$ cat src/rtl/scan_avg_pkg.sv
package scan_avg_pkg;
  localparam int CNT_W   = 13;
  localparam int CNT_CAP = 8032;

  typedef struct packed {
    logic [7:0] cnt;
    logic       lin;
    logic       inv;
    logic       se;
    logic [1:0] depth;
    logic       irq_each;
    logic       avg_en;
    logic       en;
  } chan_cfg_t;

  localparam int CFG_W = $bits(chan_cfg_t);

  // Conversion count N for one channel
  function automatic logic [CNT_W-1:0] conv_target(input chan_cfg_t c);
    logic [CNT_W+7:0] wide;
    if (c.lin) begin
      if (c.cnt == 8'd0) return CNT_W'(1);
      return CNT_W'(c.cnt);
    end
    wide = ({{(CNT_W+3){1'b0}}, c.cnt[4:0]} + (CNT_W+8)'(1)) << c.cnt[7:5];
    if (wide > (CNT_W+8)'(CNT_CAP)) return CNT_W'(CNT_CAP);
    return wide[CNT_W-1:0];
  endfunction

  // Samples per average for a depth code
  function automatic logic [6:0] depth_count(input logic [1:0] code);
    return 7'(8) << code;
  endfunction
endpackage

$ cat src/rtl/scan_chan_pick.sv
module scan_chan_pick #(
  parameter int NCH = 5,
  parameter int TW  = 3
) (
  input  logic [NCH-1:0] mask_i,
  input  logic [TW-1:0]  from_i,
  output logic           found_o,
  output logic [TW-1:0]  idx_o
);
  // Lowest enabled channel at or above from_i
  always_comb begin
    found_o = 1'b0;
    idx_o   = '0;
    for (int i = NCH - 1; i >= 0; i--) begin
      if (mask_i[i] && (i >= int'(from_i))) begin
        found_o = 1'b1;
        idx_o   = TW'(i);
      end
    end
  end
endmodule

$ cat src/rtl/scan_avg_acc.sv
module scan_avg_acc
  import scan_avg_pkg::*;
#(
  parameter int DW   = 24,
  parameter int ACCW = 31
) (
  input  logic          clk,
  input  logic          rst_n,
  input  logic          clr_i,
  input  logic          add_i,
  input  logic [DW-1:0] din_i,
  input  logic          ovf_i,
  input  logic [1:0]    depth_i,
  output logic          pub_o,
  output logic [DW-1:0] avg_o,
  output logic          avg_ovf_o
);
  logic [ACCW-1:0] sum_q, sum_nxt;
  logic [6:0]      cnt_q, cnt_nxt;
  logic            ovf_q;
  logic [2:0]      sh;

  assign sum_nxt   = sum_q + {{(ACCW-DW){din_i[DW-1]}}, din_i};
  assign cnt_nxt   = cnt_q + 7'd1;
  assign sh        = 3'd3 + {1'b0, depth_i};
  assign pub_o     = add_i && (cnt_nxt == depth_count(depth_i));
  assign avg_o     = DW'($signed(sum_nxt) >>> sh);
  assign avg_ovf_o = ovf_q | ovf_i;

  always_ff @(posedge clk) begin
    if (!rst_n || clr_i || pub_o) begin
      sum_q <= '0;
      cnt_q <= '0;
      ovf_q <= 1'b0;
    end else if (add_i) begin
      sum_q <= sum_nxt;
      cnt_q <= cnt_nxt;
      ovf_q <= ovf_q | ovf_i;
    end
  end
endmodule

$ cat src/rtl/scan_avg_seq.sv
module scan_avg_seq
  import scan_avg_pkg::*;
#(
  parameter int NCH  = 5,
  parameter int DW   = 24,
  parameter int ACCW = 31,
  parameter int TW   = $clog2(NCH + 1)
) (
  input  logic               clk,
  input  logic               rst_n,
  input  logic [NCH*16-1:0]  ch_cfg_i,
  input  logic               scan_cont_i,
  input  logic               hw_mode_i,
  input  logic               start_bit_i,
  input  logic               hw_trig_i,
  input  logic               smp_valid_i,
  input  logic [DW-1:0]      smp_data_i,
  input  logic               smp_ovf_i,
  output logic               smp_ready_o,
  output logic               busy_o,
  output logic [TW-1:0]      act_ch_o,
  output logic [DW-1:0]      raw_data_o,
  output logic               raw_ovf_o,
  output logic [TW-1:0]      raw_tag_o,
  output logic [DW-1:0]      avg_data_o,
  output logic               avg_ovf_o,
  output logic [TW-1:0]      avg_tag_o,
  output logic               irq_o
);
  localparam int CW = CFG_W;

  function automatic logic [DW-1:0] shape(input logic [DW-1:0] d, input chan_cfg_t c);
    return (c.se && c.inv) ? ~d : d;
  endfunction

  chan_cfg_t      cfg [NCH];
  logic [NCH-1:0] en_mask;

  for (genvar g = 0; g < NCH; g++) begin : g_cfg
    assign cfg[g]     = ch_cfg_i[g*CW +: CW];
    assign en_mask[g] = cfg[g].en;
  end

  logic             busy_q, start_q, irq_q;
  logic [TW-1:0]    cur_q, nxt_from, next_idx, first_idx;
  logic [CNT_W-1:0] cnt_q, target;
  logic             next_found, first_found;
  chan_cfg_t        cur_cfg;

  // Named internal events
  logic sw_go, hw_go, start_go, smp_take, chan_done, stop_now;
  logic acc_clr, acc_add, avg_pub, avg_ovf_n, irq_d;
  logic [DW-1:0] shaped, avg_n;

  assign cur_cfg  = cfg[cur_q];
  assign nxt_from = cur_q + TW'(1);
  assign target   = conv_target(cur_cfg);

  scan_chan_pick #(.NCH(NCH), .TW(TW)) u_next (
    .mask_i (en_mask), .from_i(nxt_from), .found_o(next_found), .idx_o(next_idx)
  );
  scan_chan_pick #(.NCH(NCH), .TW(TW)) u_first (
    .mask_i (en_mask), .from_i('0), .found_o(first_found), .idx_o(first_idx)
  );

  assign sw_go     = !hw_mode_i && start_bit_i && !start_q;
  assign hw_go     = hw_mode_i && start_bit_i && hw_trig_i;
  assign start_go  = !busy_q && first_found && (sw_go || hw_go);
  assign smp_take  = smp_valid_i && busy_q;
  assign chan_done = smp_take && ((cnt_q + CNT_W'(1)) == target);
  assign stop_now  = busy_q && !start_bit_i;
  assign shaped    = shape(smp_data_i, cur_cfg);
  assign acc_clr   = start_go || chan_done || stop_now;
  assign acc_add   = smp_take && cur_cfg.avg_en;
  assign irq_d     = smp_take && (!cur_cfg.avg_en || cur_cfg.irq_each || avg_pub);

  scan_avg_acc #(.DW(DW), .ACCW(ACCW)) u_acc (
    .clk      (clk),
    .rst_n    (rst_n),
    .clr_i    (acc_clr),
    .add_i    (acc_add),
    .din_i    (shaped),
    .ovf_i    (smp_ovf_i),
    .depth_i  (cur_cfg.depth),
    .pub_o    (avg_pub),
    .avg_o    (avg_n),
    .avg_ovf_o(avg_ovf_n)
  );

  always_ff @(posedge clk) begin
    if (!rst_n) begin
      busy_q     <= 1'b0;
      start_q    <= 1'b0;
      irq_q      <= 1'b0;
      cur_q      <= '0;
      cnt_q      <= '0;
      raw_data_o <= '0;
      raw_ovf_o  <= 1'b0;
      raw_tag_o  <= '0;
      avg_data_o <= '0;
      avg_ovf_o  <= 1'b0;
      avg_tag_o  <= '0;
    end else begin
      start_q <= start_bit_i;
      irq_q   <= irq_d;
      if (start_go) begin
        busy_q <= 1'b1;
        cur_q  <= first_idx;
        cnt_q  <= '0;
      end else if (busy_q) begin
        if (smp_take) begin
          raw_data_o <= shaped;
          raw_ovf_o  <= smp_ovf_i;
          raw_tag_o  <= cur_q + TW'(1);
          if (chan_done) begin
            cnt_q <= '0;
            if (next_found)       cur_q  <= next_idx;
            else if (scan_cont_i) cur_q  <= first_idx;
            else                  busy_q <= 1'b0;
          end else begin
            cnt_q <= cnt_q + CNT_W'(1);
          end
        end
        if (avg_pub) begin
          avg_data_o <= avg_n;
          avg_ovf_o  <= avg_ovf_n;
          avg_tag_o  <= cur_q + TW'(1);
        end
        if (stop_now) begin
          busy_q <= 1'b0;
          cnt_q  <= '0;
        end
      end
    end
  end

  assign smp_ready_o = busy_q;
  assign busy_o      = busy_q;
  assign act_ch_o    = cur_q;
  assign irq_o       = irq_q;
endmodule

$ cat config.mk
export PLATFORM = sky130hd
export DESIGN_NAME = scan_avg_seq
export DESIGN_NICKNAME = d
export VERILOG_FILES = /design/src/rtl/scan_avg_pkg.sv /design/src/rtl/scan_chan_pick.sv /design/src/rtl/scan_avg_acc.sv /design/src/rtl/scan_avg_seq.sv
export SDC_FILE = /design/constraint.sdc
export NUM_CORES = 1
export LEC_CHECK = 0
export ABC_AREA = 1
export BUFFER_PORTS_ARGS = -buffer_cell sky130_fd_sc_hd__buf_2
export CAP_MARGIN = 20
export CORE_UTILIZATION = 53
export CTS_CLUSTER_DIAMETER = 40
export CTS_CLUSTER_SIZE = 12
export DETAILED_ROUTE_END_ITERATION = 12
export GPL_ROUTABILITY_DRIVEN = 0
export PLACE_DENSITY = 0.76
export SLEW_MARGIN = 25
export SYNTH_ARGS = -nofsm -noshare
export SYNTH_HDL_FRONTEND = slang
export SYNTH_HIERARCHICAL = 1
export SYNTH_SLANG_ARGS = --single-unit
$ cat constraint.sdc
create_clock -name clk -period 5.41 [get_ports clk]
set_clock_uncertainty 0.1 [all_clocks]
set_input_delay 1.082 -clock clk [delete_from_list [all_inputs] [get_ports clk]]
set_output_delay 1.082 -clock clk [all_outputs]
set_load 0.02 [all_outputs]
==> impl.org, run 1 <==
** Setup path
- At the worst endpoint, the required time is 5680 ps.
- The largest single stage delay on the critical path is 930 ps.
- In this run the number of cells on the critical path is 25.
- Element type at the critical path end :: flip-flop
- Nature of the critical path startpoint :: flip-flop
- For the worst flop-to-flop path, the logic depth is 25.
- WP data arrival :: 5200 ps
- The largest individual stage delay along the critical path comes from the cell sky130_fd_sc_hd__dfxtp_1.
- Together, buffers and inverters on the worst path number 3.
- Setup CP Type :: flip-flop to flip-flop
- Grouping stages by cell kind, the critical path spends the most delay in simple AND/OR/NAND/NOR gates.
- Worst Path Max Fanout :: 34
- Cell mode on critical path :: sky130_fd_sc_hd__nand2_1

** STA
- Fin. Hold Viols :: 0
- After layout, the worst setup slack is 485.2 ps.
- Setup violations, final :: 0
- Unrepaired setup endpoints after global routing :: no
- On the final layout, the worst hold slack is 369.1 ps.
- Min Tclk post-route :: 4925 ps
- Final worst path period share :: 91.03%
- Headroom to the max-slew limit came out at 31.14%.
- In the final timing run, aggregate negative setup slack is 0 ps.
- Fmax :: 0.2031 GHz
- Max Slew Vio Count :: 0
- Slew @ Worst Pin :: 1027 ps

** Placement
- Inst Count DP :: 1,996
- Port Buffers :: 173
- Post-detail-place hpwl :: 22.28 mm
- Place WS :: 382.4 ps

** Power and ir drop
- Portion of total power attributed to sequential cells :: 25.5%
- Net switching share of the total power :: 40.57%
- The share of total power dissipated in combinational logic is 40.5%.
- Power comes to 3445 uW.
- Static Leak :: 0.005965 uW
- In this run the power density over the cells is 303.8 nW/um2.
- The share of total power dissipated in the clock network is 34.0%.
- Psw :: 1398 uW
- Internal power :: 2048 uW
- Highest ir drop seen on vdd :: 0.2313 mV

** Synthesis
- Yosys mapped a number of flops with a built-in enable equal to 0.
- Summing every instance area after synthesis gives 9721 um2.
- After synthesis, flip-flops and latches occupy 23.48% of the total area.
- For this run, the number of Yosys warnings is 6.
- The synthesized netlist contains 55 unique library cells.
- The most used flip-flop cell after synthesis is sky130_fd_sc_hd__dfxtp_1.
- FF+latch count, synth :: 114
- In the synthesized netlist, the number of instances is 1,635.
- Average size of a mapped cell :: 5.945 um2
- Counting flops with an async set or reset pin after synthesis yields a share of 0%.

** CTS
- The number of setup buffers added after CTS is 0.
- TritonCTS built the clock tree.
- Worst skew pair latency :: 430 ps
- Counting the buffers created by CTS gives 17.
- Clk pin slew, worst setup/hold paths :: 60 ps
- CTS saw 114 sinks.
- For this design, the CTS-stage hold fixing added 0 buffers.
- # H-tree levels :: 4
- Once the clock tree was built, the resizer swapped 0 gates to a different size.
- The tree is rooted in a sky130_fd_sc_hd__clkbuf_16.
- No sink is reached through more buffers than the 2 on the longest clock path.

** Finish
- Registers take 2282 um2.
- Area growth, synth to finish :: 16.67%
- Top library cells by usage in the layout, fill and taps aside :: 475 x sky130_fd_sc_hd__nand2_1, 219 x sky130_fd_sc_hd__nand3_1, 200 x sky130_fd_sc_hd__nor2_1, 183 x sky130_fd_sc_hd__inv_1, 173 x sky130_fd_sc_hd__buf_2
- Post-layout instance count excluding filler cells :: 2,030
- Share of cells above drive strength 1 :: 16.06%
- # fillers :: 1,730
- For this run, the post-layout net count is 1,940.
- Multi-input gate area in the final layout :: 6434 um2
- The library cell used most frequently in the layout, excluding fill and tap cells, is sky130_fd_sc_hd__nand2_1.

** Global routing
- First-pass GRT wire length :: 45.30 mm
- Entering global routing, the biggest net connects 50 pins.
- Vias in the first global route :: 9,675
- Combined global-route utilization of all metal layers :: 30.76%
- The number of antenna violations at the first check in global routing is 1.
- Global routing finished with a remaining overflow of 0.

** Routing
- The count of nets left with antenna violations once routing finished came out at 0.
- Count of TritonRoute iterations in the first routing pass :: 5
- Post-detailed-route wirelength per cell :: 14.29 um
- DRC :: 0
- After the first detailed-routing iteration, the DRC count stood at 771.
- After detailed routing, the total wire length is 29.02 mm.
- DR vias/cell :: 5.373
- The detailed router placed 10,910 vias in this run.

** Run
- Number of violations of the max-capacitance limit :: 0

** Floorplanning
- The die covers 18,890 um2.
- Core Box Area :: 17,960 um2
- Height of the die :: 137.4 um
- For this configuration, the core starts out at a cell density of 54.11%.
- The die is 137.4 um wide.
- For this design the top-level I/O count stands at 174.
- Standard-cell rows :: 49

** Run status
- Result of the run :: finished clean

** Min path
- Classification of the worst-slack hold path :: flip-flop to flip-flop
- The worst hold path passes through 2 cells.
-- synthesized netlist by cell type, types with 12 or more instances --
cell	n	area (um2)
sky130_fd_sc_hd__ha_1	40	500.5
sky130_fd_sc_hd__nand3_1	219	1096
sky130_fd_sc_hd__inv_1	184	690.7
sky130_fd_sc_hd__dfxtp_1	114	2282
sky130_fd_sc_hd__a21oi_1	72	360.4
sky130_fd_sc_hd__xor2_1	25	219.0
sky130_fd_sc_hd__nand3_2	13	130.1
sky130_fd_sc_hd__clkbuf_1	38	142.6
sky130_fd_sc_hd__o21ai_0	78	390.4
sky130_fd_sc_hd__xnor2_1	34	297.8
sky130_fd_sc_hd__nor2_1	201	754.5
sky130_fd_sc_hd__nand3b_1	12	90.09
sky130_fd_sc_hd__nand2_1	475	1783
sky130_fd_sc_hd__nor2_2	12	75.07
-- routing by layer --
| metal | vias to the layer above | track usage [%] | part of all wire, % |
|---|---|---|---|
| li1 | 5530 | - | - |
| met1 | 4894 | 34.52 | 41 |
| met2 | 402 | 55.00 | 49 |
| met3 | 81 | 5.556 | 6.2 |
| met4 | 0 | 16.18 | 4.5 |
| met5 | - | 0 | 0 |
-- layout make-up --
class / instances / area share (%)
Antenna cell: 1 / 0.02207
Clock buffer: 17 / 3.751
Clock inverter: 15 / 1.622
Inverter: 198 / 6.620
Multi-Input combinational cell: 1268 / 56.73
Sequential cell: 114 / 20.12
Tap cell: 229 / 2.526
Timing Repair Buffer: 187 / 8.561
Timing Repair inverter: 1 / 0.04413
-- per-stage QoR --
step | util (%) | instance area, um2
6_report | 63.13 | 11340
5_1_grt | 63.13 | 11340
4_1_cts | 63.07 | 11330
3_5_place_dp | 59.68 | 10720
3_3_place_gp | 59.66 | 10720
2_1_floorplan | - | 9747
-- power groups by stage --
stage                     logic (uW)  clock network, uW  registers (uW)
after floorplan                 1040                  0             900
after global placement          1360                  0             896
after detailed placement        1370                  0             896
after CTS                       1380               1180             878
after global routing            1560               1220             880
final                           1400               1170             878
-- logic make-up (layout without fill, tap and decap cells) --
logic type | Yosys count | in the layout | share of synthesized area, %
other cells | 1 | 9 | 0.03858
flops | 114 | 114 | 23.48
mux | 4 | 4 | 0.4505
xor+xnor | 60 | 60 | 5.483
buf+inv | 260 | 418 | 10.81
simple gates | 968 | 968 | 43.06
compound gates | 187 | 187 | 11.33
fa+ha+maj | 41 | 41 | 5.355
-- flip-flops by register name, summed over array words and instances (netlist names) --
name and flops:
u_acc/sum_q 31, avg_data_o 24, raw_data_o 24, cnt_q 13, u_acc/cnt_q 7, act_ch_o 3, avg_tag_o 3, raw_tag_o 3
avg_ovf_o 1, busy_o 1, irq_o 1, raw_ovf_o 1, start_q 1, u_acc/ovf_q 1
-- worst paths after layout --
path | startpoint | to | slack (ps)
max | act_ch_o[0]$_SDFFE_PN0P_ | u_acc/sum_q[26]$_SDFFE_PP0P_ | 490
min | u_acc/sum_q[20]$_SDFFE_PP0P_ | u_acc/sum_q[20]$_SDFFE_PP0P_ | 370
max reg2reg | act_ch_o[0]$_SDFFE_PN0P_ | u_acc/sum_q[26]$_SDFFE_PP0P_ | 490
min reg2reg | u_acc/sum_q[20]$_SDFFE_PP0P_ | u_acc/sum_q[20]$_SDFFE_PP0P_ | 370
-- tightest hold or removal path, delay by kind of cell, from the launching register on --
family	cells	cell delay (ps)
simple gates	1	60
compound gates	1	50
flops	1	310
Power figures use the tool's default switching activity.
==> inputs of run 2 (changes only) <==
Settings changed: GPL_TIMING_DRIVEN from default to 0.
==> impl.org, run 2 (synthesis results as in run 1) <==
** Floorplanning
- The initial standard-cell utilization of the core is 54.11% (unchanged).
- The die height came to 137.4 um (unchanged).
- Standard-cell rows :: 49 (unchanged)
- The overall die width is 137.4 um (unchanged).
- The placeable core area is 17,960 um2 (unchanged).
- The number of I/O pins was 174 (unchanged).
- Total Die Area :: 18,890 um2 (unchanged)

** Routing
- DR vias/cell :: 5.302 (-1.3%)
- Post-detailed-route wirelength per cell :: 14.37 um (+0.57%)
- DRC :: 0 (unchanged)
- Antenna-violating nets left :: 0 (unchanged)
- Overall via count from detail_route :: 11,010 (+0.92%)
- The initial DRC count came to 823 (+6.7%).
- Total Wirelength :: 29.84 mm (+2.9%)
- The iteration count of the initial detailed-routing pass was 6 (+1).

** Run
- Number of violations of the max-capacitance limit :: 0 (unchanged)

** Power and ir drop
- Static Leak :: 0.006069 uW (+1.8%)
- The peak ir drop on the vdd network was 0.2414 mV (+4.3%).
- Pwr per Cell Area :: 305.0 nW/um2 (+0.39%)

** CTS
- Clock buffer count from CTS :: 17 (unchanged)
- The tree is rooted in a sky130_fd_sc_hd__clkbuf_16.
- Maximum number of buffers from clock root to sink :: 2 (unchanged)
- The number of clock sinks seen by CTS is 114 (unchanged).
- TritonCTS built the clock tree.
- Setup Fix Bufs, Post-CTS :: 0 (unchanged)
- # H-tree levels :: 4 (unchanged)
- Hold-fix buffers, CTS :: 0 (unchanged)
- Post-cts resize count :: 0 (unchanged)
- The post-CTS clock slew at the launch and capture registers of the worst setup and hold paths came to 60 ps (about the same).
- Worst skew pair latency :: 420 ps (about the same)

** Finish
- Area of all placed cells without fillers :: 11,530 um2 (+1.6%)
- The storage element area is 2282 um2 (unchanged).
- The antenna diode count came to 0 (-1).
- Final Net Count :: 1,987 (+2.4%)
- The number of non-filler instances in the completed layout is 2,076 (+2.3%).
- Biggest regs :: u_acc/sum_q x31, avg_data_o x24, raw_data_o x24
- Area growth, synth to finish :: 18.57%
- Multi-input gate area in the final layout :: 6414 um2 (-0.31%)
- Leaving out fill and tap cells, the most frequent cell in the layout is sky130_fd_sc_hd__nand2_1.
- Counting flops per register, the top entry is u_acc/sum_q.
- Share of cells above drive strength 1 :: 15.76% (-0.30 points)
- # fillers :: 1,751 (+1.2%)
- The number of flip-flops in the largest register came to 31 (unchanged).
- Leaving out fill and tap cells, the most frequent cells in the layout are 475 x sky130_fd_sc_hd__nand2_1, 219 x sky130_fd_sc_hd__nand3_1, 201 x sky130_fd_sc_hd__nor2_1, 184 x sky130_fd_sc_hd__inv_1, 182 x sky130_fd_sc_hd__buf_2.

** Min path
- Beginning of the worst hold path :: u_acc/sum_q[20]$_SDFFE_PP0P_
- The count of cells along the worst hold path is 2 (unchanged).
- In this run the worst hold path is classified as flip-flop to flip-flop.
- Endpoint with the worst hold slack :: u_acc/sum_q[20]$_SDFFE_PP0P_

** STA
- The relative max-transition margin is 38.93% (+7.8 points).
- The count of endpoints failing hold in the final timing report came to 0 (unchanged).
- Max Slew Vio Count :: 0 (unchanged)
- Min Tclk post-route :: 4966 ps (+41.57 ps)
- The count of endpoints failing setup in the final report came to 0 (unchanged).
- Unrepaired setup endpoints after global routing :: no
- Slew @ Worst Pin :: 909.5 ps (-117.0 ps)
- The highest attainable clock frequency came to 0.2014 GHz (-0.84%).
- The post-route clock period utilization came to 91.80% (+0.77 points).
- Post-Route Setup TNS :: 0 ps (unchanged)

** Setup path
- The depth of the most critical reg-to-reg path came to 20 (-20%).
- Worst Path Required :: 5660 ps (-20 ps)
- In this run the critical register-to-register path is captured at avg_tag_o[0]$_SDFFE_PN0P_.
- Slack of the worst reg-to-reg path :: 440 ps (-40 ps)
- WP data arrival :: 5220 ps (+20 ps)
- The worst setup path is launched from a flip-flop.
- The worst setup path is captured at a flip-flop.
- Startpoint of the lowest-slack register-to-register path :: act_ch_o[0]$_SDFFE_PN0P_
- Setup CP Type :: flip-flop to flip-flop
- The maximum fanout encountered on the critical timing path came to 11 (-68%).

** Placement
- Inst Count DP :: 2,044 (+2.4%)
- The placed standard-cell area is 10,900 um2 (+1.7%).
- Port Buffers :: 173 (unchanged)
- Post-detail-place hpwl :: 23.88 mm (+7.2%)

** Global routing
- The global-route wire length before repair is 46.51 mm (+2.7%).
- The via count of the first global-routing pass is 10,080 (+4.2%).
- The maximum number of pins on one net before global-route repair is 17 (-66%).
- Grt total ovfl :: 0 (unchanged)
- The number of antenna violations at the first check in global routing is 0 (-1).
- The total routing resource utilization after global routing came to 31.79% (+1.0 points).

** Run status
- Result of the run :: finished clean
-- run 2: cell types whose count changed in the layout (fill, tap and decap cells not counted), moves of 2 or more --
cell                       previous run  this run
sky130_fd_sc_hd__clkbuf_1             0        37
sky130_fd_sc_hd__buf_4               14         4
sky130_fd_sc_hd__buf_2              173       182
sky130_fd_sc_hd__buf_6                0         6
sky130_fd_sc_hd__clkbuf_2             0         5
sky130_fd_sc_hd__clkinv_4             6         1
sky130_fd_sc_hd__buf_1                0         4
sky130_fd_sc_hd__inv_6                3         0
sky130_fd_sc_hd__clkbuf_8             0         2
-- run 2: through the flow --
stage	hold WS, ps	setup WS [ps]	total power, uW	util (%)
after floorplan	342.1	1270	1936	-
after global placement	352.2	239.7	2287	60.67
after detailed placement	359.0	203.9	2299	60.67
after CTS	367.7	183.6	3502	64.13
after global routing	381.8	31.14	3740	64.16
final	367.6	443.6	3515	64.16
-- run 2: area by class of cell --
type | count | share of cell area, %
multi-input combinational | 1268 | 55.64
clock buffer | 22 | 4.027
timing repair buffer | 173 | 7.512
sequential | 114 | 19.80
buffer | 62 | 2.692
tap | 229 | 2.486
inverter | 198 | 6.481
clock inverter | 10 | 1.357
-- run 2: worst max path at each step --
stage,startpoint,end,slack [ps],cells past startpoint
final,act_ch_o[0]$_SDFFE_PN0P_,avg_tag_o[0]$_SDFFE_PN0P_,440,20
after detailed placement,act_ch_o[0]$_SDFFE_PN0P_,avg_tag_o[0]$_SDFFE_PN0P_,200,20
after floorplan,ch_cfg_i[22],avg_data_o[19]$_SDFFE_PN0P_,1270,22
after CTS,act_ch_o[0]$_SDFFE_PN0P_,avg_tag_o[0]$_SDFFE_PN0P_,180,20
after global routing,act_ch_o[0]$_SDFFE_PN0P_,avg_tag_o[0]$_SDFFE_PN0P_,30,20
after global placement,ch_cfg_i[54],avg_data_o[23]$_SDFFE_PN0P_,240,23
-- run 2: worst max-delay path, cell delays in order (launching register included) --
cell	delay, ps
sky130_fd_sc_hd__dfxtp_1	590
sky130_fd_sc_hd__buf_4	270
sky130_fd_sc_hd__clkbuf_2	280
sky130_fd_sc_hd__nand2_1	80
sky130_fd_sc_hd__a31o_2	240
sky130_fd_sc_hd__a31oi_1	410
sky130_fd_sc_hd__buf_2	320
sky130_fd_sc_hd__clkinv_1	190
sky130_fd_sc_hd__clkbuf_1	300
sky130_fd_sc_hd__ha_1	280
sky130_fd_sc_hd__buf_2	160
sky130_fd_sc_hd__nand3_1	90
sky130_fd_sc_hd__nand3_1	70
sky130_fd_sc_hd__nor3_1	190
sky130_fd_sc_hd__nand3_2	270
sky130_fd_sc_hd__inv_1	220
sky130_fd_sc_hd__nand2_1	210
sky130_fd_sc_hd__inv_1	150
sky130_fd_sc_hd__clkbuf_2	230
sky130_fd_sc_hd__o21ai_0	100
sky130_fd_sc_hd__a21oi_1	130
-- run 2: per-layer routing --
metal,global-route usage [%],vias up,wire [um]
li1,-,5621,-
met5,0,-,0
met4,15.69,0,1174
met1,35.90,4920,12510
met3,4.857,76,1716
met2,57.71,390,14440
-- run 2: where the power goes --
group | leakage (uW) | internal (uW) | switching (uW) | total, uW
clock network | 0.000304 | 792 | 408 | 1200
logic | 0.00484 | 473 | 971 | 1440
registers | 0.000921 | 858 | 13.5 | 871
total | 0.00607 | 2120 | 1390 | 3520
